$ cat config.mk
export PLATFORM = sky130hd
export DESIGN_NAME = hdr_validator
export DESIGN_NICKNAME = d
export VERILOG_FILES = /design/src/rtl/hdrv_pkg.sv /design/src/rtl/hdrv_beat_count.sv /design/src/rtl/hdrv_hdr_capture.sv /design/src/rtl/hdrv_judge.sv /design/src/rtl/hdr_validator.sv
export SDC_FILE = /design/constraint.sdc
export NUM_CORES = 1
export LEC_CHECK = 0
export CORE_ASPECT_RATIO = 1.25
export CORE_MARGIN = 2
export CORE_UTILIZATION = 30
export DETAILED_ROUTE_END_ITERATION = 12
export PLACE_DENSITY_LB_ADDON = 0.3
export SYNTH_ARGS = -nofsm -noshare
export SYNTH_HDL_FRONTEND = slang
export SYNTH_SLANG_ARGS = --single-unit
$ cat constraint.sdc
create_clock -name clk -period 3.8 [get_ports clk]
set_clock_uncertainty 0.1 [all_clocks]
set_input_delay 0.38 -clock clk [delete_from_list [all_inputs] [get_ports clk]]
set_output_delay 0.38 -clock clk [all_outputs]
set_load 0.02 [all_outputs]
$ cat src/rtl/hdrv_pkg.sv
package hdrv_pkg;
  typedef enum logic [2:0] {
    RC_NONE  = 3'd0,
    RC_TYPE  = 3'd1,
    RC_LEN   = 3'd2,
    RC_ADDR  = 3'd3,
    RC_SHORT = 3'd4,
    RC_LONG  = 3'd5
  } reason_e;

  localparam int HDR_BEATS = 4;
  localparam int HB_TYPE   = 0;
  localparam int HB_LEN    = 1;
  localparam int HB_ADDR_H = 2;
  localparam int HB_ADDR_L = 3;
endpackage

$ cat src/rtl/hdrv_beat_count.sv
module hdrv_beat_count #(
  parameter int CNT_W = 9
) (
  input  logic             clk,
  input  logic             rst_n,
  input  logic             in_valid,
  output logic [CNT_W-1:0] cnt
);
  localparam logic [CNT_W-1:0] CNT_MAX = {CNT_W{1'b1}};

  logic [CNT_W-1:0] cnt_d;
  logic             cnt_en;

  always_comb begin
    cnt_en = 1'b1;
    cnt_d  = cnt;
    if (!in_valid)           cnt_d = '0;
    else if (cnt != CNT_MAX) cnt_d = cnt + 1'b1;
    else                     cnt_en = 1'b0;
  end

  always_ff @(posedge clk or negedge rst_n) begin
    if (!rst_n)      cnt <= '0;
    else if (cnt_en) cnt <= cnt_d;
  end

  // counter clears, steps and saturates
  a_r2_clear: assert property (@(posedge clk) disable iff (!rst_n)
    !in_valid |=> cnt == '0);
  a_r2_step: assert property (@(posedge clk) disable iff (!rst_n)
    (in_valid && cnt != CNT_MAX) |=> cnt == $past(cnt) + 1'b1);
  a_r2_saturate: assert property (@(posedge clk) disable iff (!rst_n)
    (in_valid && cnt == CNT_MAX) |=> cnt == CNT_MAX);
endmodule

$ cat src/rtl/hdrv_hdr_capture.sv
module hdrv_hdr_capture
  import hdrv_pkg::*;
#(
  parameter int BEAT_W = 8,
  parameter int CNT_W  = 9
) (
  input  logic                        clk,
  input  logic                        rst_n,
  input  logic                        in_valid,
  input  logic [BEAT_W-1:0]           in_data,
  input  logic [CNT_W-1:0]            cnt,
  output logic [HDR_BEATS-1:0][BEAT_W-1:0] hdr
);
  for (genvar g = 0; g < HDR_BEATS; g++) begin : g_field
    logic              ld;
    logic [BEAT_W-1:0] fld_d;

    always_comb begin
      ld    = in_valid && (cnt == CNT_W'(g));
      fld_d = in_data;
    end

    always_ff @(posedge clk or negedge rst_n) begin
      if (!rst_n)  hdr[g] <= '0;
      else if (ld) hdr[g] <= fld_d;
    end

    // each header field is taken from its own beat
    a_r3_field_load: assert property (@(posedge clk) disable iff (!rst_n)
      (in_valid && cnt == CNT_W'(g)) |=> hdr[g] == $past(in_data));
  end
endmodule

$ cat src/rtl/hdrv_judge.sv
module hdrv_judge
  import hdrv_pkg::*;
#(
  parameter int              BEAT_W  = 8,
  parameter int              CNT_W   = 9,
  parameter int              MIN_LEN = 1,
  parameter int              MAX_LEN = 128,
  parameter logic [BEAT_W-1:0] T_READ  = 0,
  parameter logic [BEAT_W-1:0] T_WRITE = 1,
  parameter logic [BEAT_W-1:0] T_RESP  = 2,
  parameter logic [BEAT_W-1:0] T_ERR   = 3,
  parameter logic [2*BEAT_W-1:0] ADDR_LO = 16'h0100,
  parameter logic [2*BEAT_W-1:0] ADDR_HI = 16'h7FFF
) (
  input  logic [HDR_BEATS-1:0][BEAT_W-1:0] hdr,
  input  logic [CNT_W-1:0]                 cnt,
  output reason_e                          reason
);
  logic [BEAT_W-1:0]   typ, len;
  logic [2*BEAT_W-1:0] addr;
  logic                type_ok, len_ok, addr_ok, has_pay, short_hdr;
  logic [CNT_W-1:0]    exp_pay, got_pay;

  always_comb begin
    typ       = hdr[HB_TYPE];
    len       = hdr[HB_LEN];
    addr      = {hdr[HB_ADDR_H], hdr[HB_ADDR_L]};
    type_ok   = (typ == T_READ) || (typ == T_WRITE) || (typ == T_RESP) || (typ == T_ERR);
    len_ok    = (len >= BEAT_W'(MIN_LEN)) && (len <= BEAT_W'(MAX_LEN));
    addr_ok   = (addr >= ADDR_LO) && (addr <= ADDR_HI);
    has_pay   = (typ == T_WRITE) || (typ == T_RESP);
    exp_pay   = has_pay ? CNT_W'(len) : '0;
    short_hdr = cnt < CNT_W'(HDR_BEATS);
    got_pay   = cnt - CNT_W'(HDR_BEATS);

    if (short_hdr)            reason = RC_SHORT;
    else if (!type_ok)        reason = RC_TYPE;
    else if (!len_ok)         reason = RC_LEN;
    else if (!addr_ok)        reason = RC_ADDR;
    else if (got_pay < exp_pay) reason = RC_SHORT;
    else if (got_pay > exp_pay) reason = RC_LONG;
    else                      reason = RC_NONE;
  end
endmodule

$ cat src/rtl/hdr_validator.sv
module hdr_validator
  import hdrv_pkg::*;
#(
  parameter int              BEAT_W  = 8,
  parameter int              CNT_W   = 9,
  parameter int              MIN_LEN = 1,
  parameter int              MAX_LEN = 128,
  parameter logic [BEAT_W-1:0] T_READ  = 0,
  parameter logic [BEAT_W-1:0] T_WRITE = 1,
  parameter logic [BEAT_W-1:0] T_RESP  = 2,
  parameter logic [BEAT_W-1:0] T_ERR   = 3,
  parameter logic [2*BEAT_W-1:0] ADDR_LO = 16'h0100,
  parameter logic [2*BEAT_W-1:0] ADDR_HI = 16'h7FFF
) (
  input  logic              clk,
  input  logic              rst_n,
  input  logic              in_valid,
  input  logic [BEAT_W-1:0] in_data,
  output logic              pkt_good,
  output logic              pkt_err,
  output logic [2:0]        err_code
);
  logic [CNT_W-1:0]                 cnt;
  logic [HDR_BEATS-1:0][BEAT_W-1:0] hdr;
  reason_e                          reason;
  logic                             vld_q, boundary;
  logic                             good_d, err_d;
  logic [2:0]                       code_d;

  hdrv_beat_count #(.CNT_W(CNT_W)) i_cnt (
    .clk(clk), .rst_n(rst_n), .in_valid(in_valid), .cnt(cnt));

  hdrv_hdr_capture #(.BEAT_W(BEAT_W), .CNT_W(CNT_W)) i_cap (
    .clk(clk), .rst_n(rst_n), .in_valid(in_valid), .in_data(in_data),
    .cnt(cnt), .hdr(hdr));

  hdrv_judge #(
    .BEAT_W(BEAT_W), .CNT_W(CNT_W), .MIN_LEN(MIN_LEN), .MAX_LEN(MAX_LEN),
    .T_READ(T_READ), .T_WRITE(T_WRITE), .T_RESP(T_RESP), .T_ERR(T_ERR),
    .ADDR_LO(ADDR_LO), .ADDR_HI(ADDR_HI)
  ) i_judge (.hdr(hdr), .cnt(cnt), .reason(reason));

  always_comb begin
    boundary = vld_q && !in_valid;
    good_d   = boundary && (reason == RC_NONE);
    err_d    = boundary && (reason != RC_NONE);
    code_d   = err_d ? reason : RC_NONE;
  end

  always_ff @(posedge clk or negedge rst_n) begin
    if (!rst_n) begin
      vld_q    <= 1'b0;
      pkt_good <= 1'b0;
      pkt_err  <= 1'b0;
      err_code <= '0;
    end else begin
      vld_q    <= in_valid;
      pkt_good <= good_d;
      pkt_err  <= err_d;
      err_code <= code_d;
    end
  end

  // results are exclusive, one cycle wide, and follow a sampled-low valid
  a_r1_exclusive: assert property (@(posedge clk) disable iff (!rst_n)
    !(pkt_good && pkt_err));
  a_r1_after_drop: assert property (@(posedge clk) disable iff (!rst_n)
    (pkt_good || pkt_err) |-> !$past(in_valid));
  a_r1_single: assert property (@(posedge clk) disable iff (!rst_n)
    (pkt_good || pkt_err) |=> !(pkt_good || pkt_err));
  // no code without an error pulse
  a_r12_quiet_code: assert property (@(posedge clk) disable iff (!rst_n)
    !pkt_err |-> err_code == 3'd0);
  // reported codes stay within the defined set
  a_r10_code_range: assert property (@(posedge clk) disable iff (!rst_n)
    pkt_err |-> (err_code >= 3'd1 && err_code <= 3'd5));
endmodule

# == Word level (Yosys, flattened, before mapping) ==
# Cells that the tools add are included.
# totals
out_inout_bits,5
word_cells,57
ff_bits,47
inputBits,11
# classes
eq_ne,8
n_addsub,2
muxes,12
n_lt_le_gt_ge,7
reduce_logical,19
# ops
op,n
$mux 3,7
$eq 9x2->1 const B,2
$mux 9,2
$eq 8x2->1 const B,2
$ge 16x9->1 const B,1
$le 16x15->1 const B,1
$add 9x1->9 const B,1
$eq 9x1->1 const B,1
$gt 9x9->1,1
$logic_and 1x1->1,9
$logic_not 9->1,1
$lt 9x3->1 const B,1
$lt 9x9->1,1
$ne 9x9->1 const B,1
$sub 9x3->9 const B,1
$eq 8x1->1 const B,1
$ge 8x1->1 const B,1
$le 8x8->1 const B,1
$logic_not 8->1,1
$mux 8,1
$logic_or 1x1->1,4
$logic_not 3->1,1
$reduce_bool 3->1,1
$mux 1,2
3 further kinds,3

# == Depth between registers and ports, before layout ==
# Gate-level depths: netlist of the first run.
# depth
word_depth,13
depth_mapped,10
depth_no_buf,9

# == Hierarchy ==
# A second synthesis of the first run with hierarchy kept.
# unflattened
hier_cells,188
area_unflattened_um2,2436.1
# modules_own_cells
mod,seq_area_each_um2,instances,cells_each,area_each_um2
hdrv_hdr_capture,800.8,1,71,1272.5
hdrv_beat_count,225.2,1,42,476.7
hdrv_judge,0.0,1,63,467.9
hdr_validator,150.1,1,12,219.0

# == Worst setup path before layout of the first run ==
# Ideal clock, no wire load.
# synth_timing
path_type,register -> register
startpoint,reg i_cap.hdr[5] in the netlist's numbering
endpoint,reg err_code[2]
setup_time_ns,0.120
required_time_ns,3.580
arrival_ns,2.377
path_buffers,0
path_slack_ns,1.204
stages_incl_launch_ff,10
path_cell_list,dfrtp_1 > nor4_1 > nand2_1 > nor2_1 > nand2_1 > ha_1 > a21oi_1 > and3_2 > a2111o_1 > a31o_1
# synth_via
elab_chain_cells,13
# synth_lines
element,line_no,source
start: declaration,hdrv_hdr_capture.sv:12,output logic [HDR_BEATS-1:0][BEAT_W-1:0] hdr
start signal: indexed assignment,hdrv_hdr_capture.sv:25,else if (ld) hdr[g] <= fld_d;
$eq 8x1->1 or $eq 8x2->1 (tied branches),"hdrv_judge.sv:28, hdrv_judge.sv:31",
$logic_or 1x1->1,hdrv_judge.sv:31,has_pay = (typ == T_WRITE) || (typ == T_RESP);
$mux 8,hdrv_judge.sv:32,exp_pay = has_pay ? CNT_W'(len) : '0;
$gt 9x9->1,hdrv_judge.sv:41,else if (got_pay > exp_pay) reason = RC_LONG;
$mux 3,hdrv_judge.sv:41,
$mux 3,hdrv_judge.sv:40,else if (got_pay < exp_pay) reason = RC_SHORT;
$mux 3,hdrv_judge.sv:39,else if (!addr_ok) reason = RC_ADDR;
$mux 3,hdrv_judge.sv:38,else if (!len_ok) reason = RC_LEN;
$mux 3 *,hdrv_judge.sv:37,else if (!type_ok) reason = RC_TYPE;
$mux 3 *,hdrv_judge.sv:36,if (short_hdr) reason = RC_SHORT;
$reduce_bool 3->1,hdr_validator.sv:46,err_d = boundary && (reason != RC_NONE);
$logic_and 1x1->1,hdr_validator.sv:46,
$mux 3 *,hdr_validator.sv:47,code_d = err_d ? reason : RC_NONE;
net code_d[2],hdr_validator.sv:28,logic [2:0] code_d;
end signal: assignment,hdr_validator.sv:60,err_code <= code_d;
end: declaration,hdr_validator.sv:21,output logic [2:0] err_code
# Mark *: on every way through the listed nets, which the timed path passes. The rest lies on a longest branch.
# A chain may end at the register's enable or synchronous reset.

# == Worst setup path in the final report of the first run ==
# Same ends and word-level chain as after synthesis.

==> results of run 1 <==
-- final cells by class --
cell class	instances	area, um2	area share [%]
sequential	39	976	38.8
timing repair buffer	15	145	5.77
multi-input combinational	142	1150	45.6
clock buffer	5	68.8	2.74
clock inverter	3	43.8	1.74
inverter	6	22.5	0.896
tap	90	113	4.48
-- state kept, by name (all words and copies together), names as in the netlist --
| signal | cells |
|---|---|
| i_cnt.cnt | 9 |
| vld_q | 1 |
| i_cap.hdr | 24 |
| err_code | 3 |
| pkt_err | 1 |
| pkt_good | 1 |
-- layout by cell type, fill, tap and decap left out, types with 2 or more instances in the layout --
| master | count |
|---|---|
| a21boi_0 | 3 |
| a21oi_1 | 3 |
| and2_1 | 7 |
| and3_1 | 2 |
| and3_2 | 2 |
| and4_1 | 3 |
| clkbuf_8 | 5 |
| clkdlybuf4s50_1 | 14 |
| dfrtp_1 | 39 |
| ha_1 | 16 |
| inv_1 | 6 |
| mux2_2 | 23 |
| mux2i_1 | 2 |
| nand2_1 | 17 |
| nand2_2 | 3 |
| nand3_1 | 6 |
| nor2_1 | 8 |
| nor2b_1 | 5 |
| nor3_1 | 6 |
| nor4_1 | 4 |
| xnor2_1 | 8 |
| xor2_1 | 2 |
-- routing by layer --
metal / share of wire, % / up-vias / track usage [%]
met5: 0 / - / 0
met4: 1.8 / 0 / 4.30
met3: 2.4 / 6 / 2.29
met2: 52 / 17 / 20.6
met1: 44 / 725 / 14.4
li1: - / 720 / -
-- report_power, final --
group	switching, uW	leakage [uW]	total (uW)	internal (uW)
clock	153	0.0000581	349	196
sequential	51.4	0.000487	550	498
combinational	89.5	0.000517	199	110
-- cell usage after synthesis (all sizes together) (4+ instances only) --
cell type and count:
xnor2 8, mux2 24, and2 7, ha 16
nand3 6, nor4 4, and3 4, inv 6
nand2 20, nor3 7, nor2 8, nor2b 5
dfrtp 39
-- worst reg2reg max path: stages, from the launching register on --
cell and delay, ns:
dfrtp_1 0.38, nor4_1 0.29, nand2_1 0.20, nor2_1 0.37, nand2_1 0.11, ha_1 0.35
nand3_1 0.11, and3_2 0.24, a2111o_1 0.41, a31o_1 0.20
-- cells by family after synthesis --
kind of cell,after synthesis,synth area share [%]
AND/OR/NAND/NOR,71,18.3
flip-flops,39,45.1
multiplexers,26,13.4
AO/OA/AOI/OAI,19,7.92
adder cells (fa/ha/maj),16,9.25
XOR/XNOR,10,4.05
buffers and inverters,9,1.91
-- how the worst min path moves through the flow --
| stage | endpoint | startpoint | depth (start not counted) |
|---|---|---|---|
| 6_report | i_cnt.cnt[2]$_DFFE_PN0P_ | rst_n | 1 |
| 5_1_grt | i_cnt.cnt[2]$_DFFE_PN0P_ | rst_n | 1 |
| 4_1_cts | i_cnt.cnt[2]$_DFFE_PN0P_ | rst_n | 1 |
| 3_5_place_dp | i_cap.hdr[20]$_DFFE_PN0P_ | i_cap.hdr[20]$_DFFE_PN0P_ | 1 |
| 3_3_place_gp | i_cap.hdr[20]$_DFFE_PN0P_ | i_cap.hdr[20]$_DFFE_PN0P_ | 1 |
| 2_1_floorplan | err_code[0]$_DFF_PN0_ | rst_n | 0 |
-- stage by stage --
| stage | hold WS [ns] | setup slack (ns) |
|---|---|---|
| detailed placement | 0.383 | 0.910 |
| floorplan | -0.0156 | 1.20 |
| global placement | 0.381 | 1.04 |
| CTS | 0.142 | 0.885 |
| finish | 0.103 | 0.928 |
| global route | 0.187 | 0.643 |
==> results by group, run 1 <==
Run status
  • Status: finished clean

Setup path
  • Crit-path most repeated cell: nand2_1
  • Critical Path End Type: register
  • Reg-to-reg startpoint: i_cap.hdr[5]$_DFFE_PN0P_
  • R2R cell count: 9
  • Worst R2R Setup Slack: 0.93 ns
  • Cell family with most CP delay: simple AND/OR/NAND/NOR gates
  • Worst Setup SP: i_cap.hdr[5]$_DFFE_PN0P_
  • Slowest cell on crit path: a2111o_1
  • Crit-path max cell delay: 0.41 ns
  • Crit-path max FO: 8
  • Crit path DAT: 2.96 ns
  • Worst-path cell chain: nor4_1, nand2_1, nor2_1, nand2_1, ha_1, nand3_1, and3_2, a2111o_1, a31o_1
  • CP Capture Point: err_code[2]$_DFF_PN0_
  • Crit path depth: 9
  • Crit start category: register
  • CP Data Required Time: 3.89 ns
  • RR Endpoint: err_code[2]$_DFF_PN0_
  • WS Path Type: reg2reg
  • Worst path bufs/invs: 0

Yosys
  • Most used DFF post-synth: dfrtp_1
  • Area contributors post-synth: dfrtp_1 45%, mux2_2 12%, ha_1 9.3%
  • Post-synthesis register bit count: 39
  • Synth Cell Area: 0.00216 mm2
  • Synth warn: 0
  • Synthesized Nets: 217
  • Post-synth top area share: 45.1%
  • Async S/R FF share, synth: 100%
  • Mapped Cells: 190
  • Synth area leader: dfrtp_1
  • Seq/Total Area, Yosys: 45.1%
  • Yosys cell types: 44
  • Syn Area/Cell: 11.4 um2
  • Post-synth EDFFs: 0

Pwr
  • Overall power consumption: 1100 uW
  • Worst vdd ir: 0.155 mV
  • Pwr Density: 436 mW/mm2
  • Leak pwr: 0.00106 uW

GRT
  • Initial antenna violation count: 0
  • GRT Total Usage: 11.9%
  • Largest net degree at the start of global routing: 40
  • Vias in the first global route: 1553
  • First-pass GRT wire length: 7340 um
  • Total gr overflow: 0

Timing
  • Headroom to the max-slew limit: 41.1%
  • Final period util: 75.6%
  • TNS Setup: 0 ns
  • Final Hold Viols: 0
  • Slew Limit Fails: 0
  • Endpoints failing setup: 0
  • Actual slew at the worst max-slew pin: 0.883 ns
  • Peak Freq: 348 MHz
  • Final min period: 2.87 ns
  • Unrepaired setup endpoints after global routing: no

Final layout
  • Design Area, Final: 0.00251 mm2
  • Final core occ: 36.0%
  • Ratio of cells with drive above 1 in the final layout: 20.5%
  • Fin cells: 300
  • Nets@finish: 236
  • Fillers: 723
  • P&R area growth vs syn: 16.3%
  • Antenna cells: 0

Clock tree
  • Maximum buffer depth of the clock tree: 2
  • CTS clk-pin slew, worst paths: 0.08 ns
  • CTS root buf: clkbuf_8
  • # clock sinks: 39
  • CTS tree: done
  • CTS Hold Bufs: 0
  • Setup Buffers After CTS: 0
  • CTS resizes: 0
  • Num CTS Buffers: 5
  • Clk Latency, worst-skew pair: 0.29 ns
  • H-tree depth: 2

Floorplanning
  • Core region area: 0.00698 mm2
  • Die area: 0.00791 mm2
  • Ports: 16
  • Die Y: 98.9 um
  • Rows: 34
  • Die X-Extent: 80.0 um
  • Initial Utilization: 31.0%

Route
  • Avg WL per Cell: 13.7 um
  • Vias: 1468
  • Remaining antenna violation count: 0
  • Vias per inst: 4.89
  • Routed WL: 4110 um
  • Initial DRT Pass Iterations: 4
  • DRC errors left: 0
  • Starting DRT DRC Count: 86

Place
  • Post-Place Cells: 292
  • Area after DPL: 0.00240 mm2
  • Input/output buffers: 15
  • HPWL after detailed placement: 3120 um
  • Placer Congestion: 0.783

Min path
  • Hold Path Class: in2async

Run
  • Max-cap violation count: 0
(Power assumes the default switching activity.)
==> inputs of run 2 (changes only) <==
clock period = 2.84 ns   (was 3.8 ns; I/O delays follow)
==> run 2 against run 1 <==
  * Flip-flop and latch count did not move
  * Register-to-register slack lost 0.66 ns
  * Routed wire length rose by 4.0%
  * Critical endpoint is now err_code[0]$_DFF_PN0_
==> results by group, run 2 (synthesized netlist as in run 1, its figures left out) <==
Min path
  • Hold Path Class: in2async

Pwr
  • Switching Fraction: 29.1%
  • Overall power consumption: 1400 uW
  • Pwr Density: 552 mW/mm2
  • Worst vdd ir: 0.289 mV
  • Sequential group share of total power: 52.6%
  • Leak pwr: 0.00107 uW
  • P_int: 993 uW
  • Comb power frac: 19.8%
  • Clock power share: 27.6%
  • Psw: 408 uW

Final layout
  • Design Area, Final: 0.00254 mm2
  • P&R area growth vs syn: 17.4%
  • Max reg flops: 24
  • Antenna cells: 0
  • Fillers: 715
  • Register with the most flip-flops: i_cap.hdr
  • Sequential Area: 976 um2
  • Multi-input logic area: 0.00116 mm2
  • Ratio of cells with drive above 1 in the final layout: 22.9%
  • Most frequent cells in the layout: 39 x dfrtp_1, 23 x mux2_2, 17 x nand2_1
  • Final core occ: 36.4%
  • Commonest non-fill, non-tap cell in the layout: dfrtp_1
  • Largest regs: i_cap.hdr x24, i_cnt.cnt x9, err_code x3
  • Fin cells: 304
  • Nets@finish: 240

Route
  • Routed WL: 4280 um
  • DRC errors left: 0
  • Avg WL per Cell: 14.1 um
  • Starting DRT DRC Count: 30
  • Remaining antenna violation count: 0
  • Vias: 1493
  • Vias per inst: 4.91
  • Initial DRT Pass Iterations: 4

Clock tree
  • CTS tree: done
  • CTS root buf: clkbuf_8
  • # clock sinks: 39
  • CTS clk-pin slew, worst paths: 0.09 ns
  • Clk Latency, worst-skew pair: 0.29 ns
  • Num CTS Buffers: 5
  • CTS Hold Bufs: 0
  • CTS resizes: 0
  • Maximum buffer depth of the clock tree: 2
  • Setup Buffers After CTS: 0
  • H-tree depth: 2

GRT
  • Vias in the first global route: 1521
  • First-pass GRT wire length: 7250 um
  • Total gr overflow: 0
  • Largest net degree at the start of global routing: 40
  • Initial antenna violation count: 0
  • GRT Total Usage: 11.8%

Timing
  • Unrepaired setup endpoints after global routing: no
  • Final period util: 90.5%
  • Slew Limit Fails: 0
  • TNS Setup: 0 ns
  • Endpoints failing setup: 0
  • Final min period: 2.57 ns
  • Actual slew at the worst max-slew pin: 0.872 ns
  • Headroom to the max-slew limit: 41.9%
  • Final Hold Viols: 0
  • Peak Freq: 389 MHz

Setup path
  • Crit-path max FO: 5
  • Crit-path max cell delay: 0.39 ns
  • Worst-path cell chain: nor4_2, nand2_1, nor2_4, buf_4, nand2_1, ha_1, and4_1, nand2b_1, a221o_1, a311oi_1
  • Slowest cell on crit path: dfrtp_1
  • Critical Path End Type: register
  • Crit-path most repeated cell: nand2_1
  • Crit path DAT: 2.66 ns
  • WS Path Type: reg2reg
  • CP Data Required Time: 2.93 ns
  • Worst path bufs/invs: 1
  • Cell family with most CP delay: simple AND/OR/NAND/NOR gates
  • Crit start category: register

Place
  • Input/output buffers: 15
  • HPWL after detailed placement: 3230 um
  • Area after DPL: 0.00243 mm2
  • Post-Place Cells: 296
  • Placer Congestion: 0.785

Floorplanning
  • Die area: 0.00791 mm2
  • Ports: 16
  • Die X-Extent: 80.0 um
  • Die Y: 98.9 um
  • Core region area: 0.00698 mm2
  • Rows: 34
  • Initial Utilization: 31.0%

Run
  • Max-cap violation count: 0

Run status
  • Status: finished clean
==> run 2: cell types whose count changed in the layout (fill, tap and decap cells not counted), sizes merged <==
cell and change:
buf +4, bufinv -1, clkinvlp +1
==> run 2: layout make-up <==
| type | instances | share of cell area [%] |
|---|---|---|
| Clock inverter | 3 | 0.985 |
| Tap cell | 90 | 4.43 |
| Timing Repair Buffer | 19 | 6.90 |
| Clock buffer | 5 | 2.71 |
| Sequential cell | 39 | 38.4 |
| Multi-Input combinational cell | 142 | 45.7 |
| Inverter | 6 | 0.887 |
==> run 2: per-stage QoR <==
step	setup slack, ns	hold slack (ns)
detailed placement	0.191	0.359
global route	0.0176	0.0788
global placement	0.217	0.359
floorplan	0.244	-0.112
finish	0.268	0.00881
CTS	0.159	0.0394
==> run 2: power groups by stage <==
stage	clock network [uW]	registers, uW	logic, uW
5_1_grt	423	754	309
6_report	386	738	278
4_1_cts	401	737	278
3_3_place_gp	0	745	271
2_1_floorplan	0	728	197
3_5_place_dp	0	749	276
==> run 2: worst paths after layout <==
kind	from	to	slack [ns]	cells past startpoint
max	i_cap.hdr[5]$_DFFE_PN0P_	err_code[0]$_DFF_PN0_	0.27	10
min	rst_n	err_code[2]$_DFF_PN0_	0.009	1
max reg2reg	i_cap.hdr[5]$_DFFE_PN0P_	err_code[0]$_DFF_PN0_	0.27	10
min reg2reg	i_cap.hdr[20]$_DFFE_PN0P_	i_cap.hdr[20]$_DFFE_PN0P_	0.40	1
max in group asynchronous	rst_n	i_cap.hdr[11]$_DFFE_PN0P_	2.09	1
min in group clk	i_cap.hdr[20]$_DFFE_PN0P_	i_cap.hdr[20]$_DFFE_PN0P_	0.40	1
==> run 2: per-layer routing <==
metal / GRT usage, % / wire length [um] / share of wire (%) / up-vias
met3: 2.75 / 118 / 2.8 / 4
met1: 13.6 / 1870 / 44 / 740
met5: 0 / 0 / 0 / -
met2: 21.1 / 2230 / 52 / 26
li1: - / - / - / 723
met4: 4.30 / 60 / 1.4 / 0
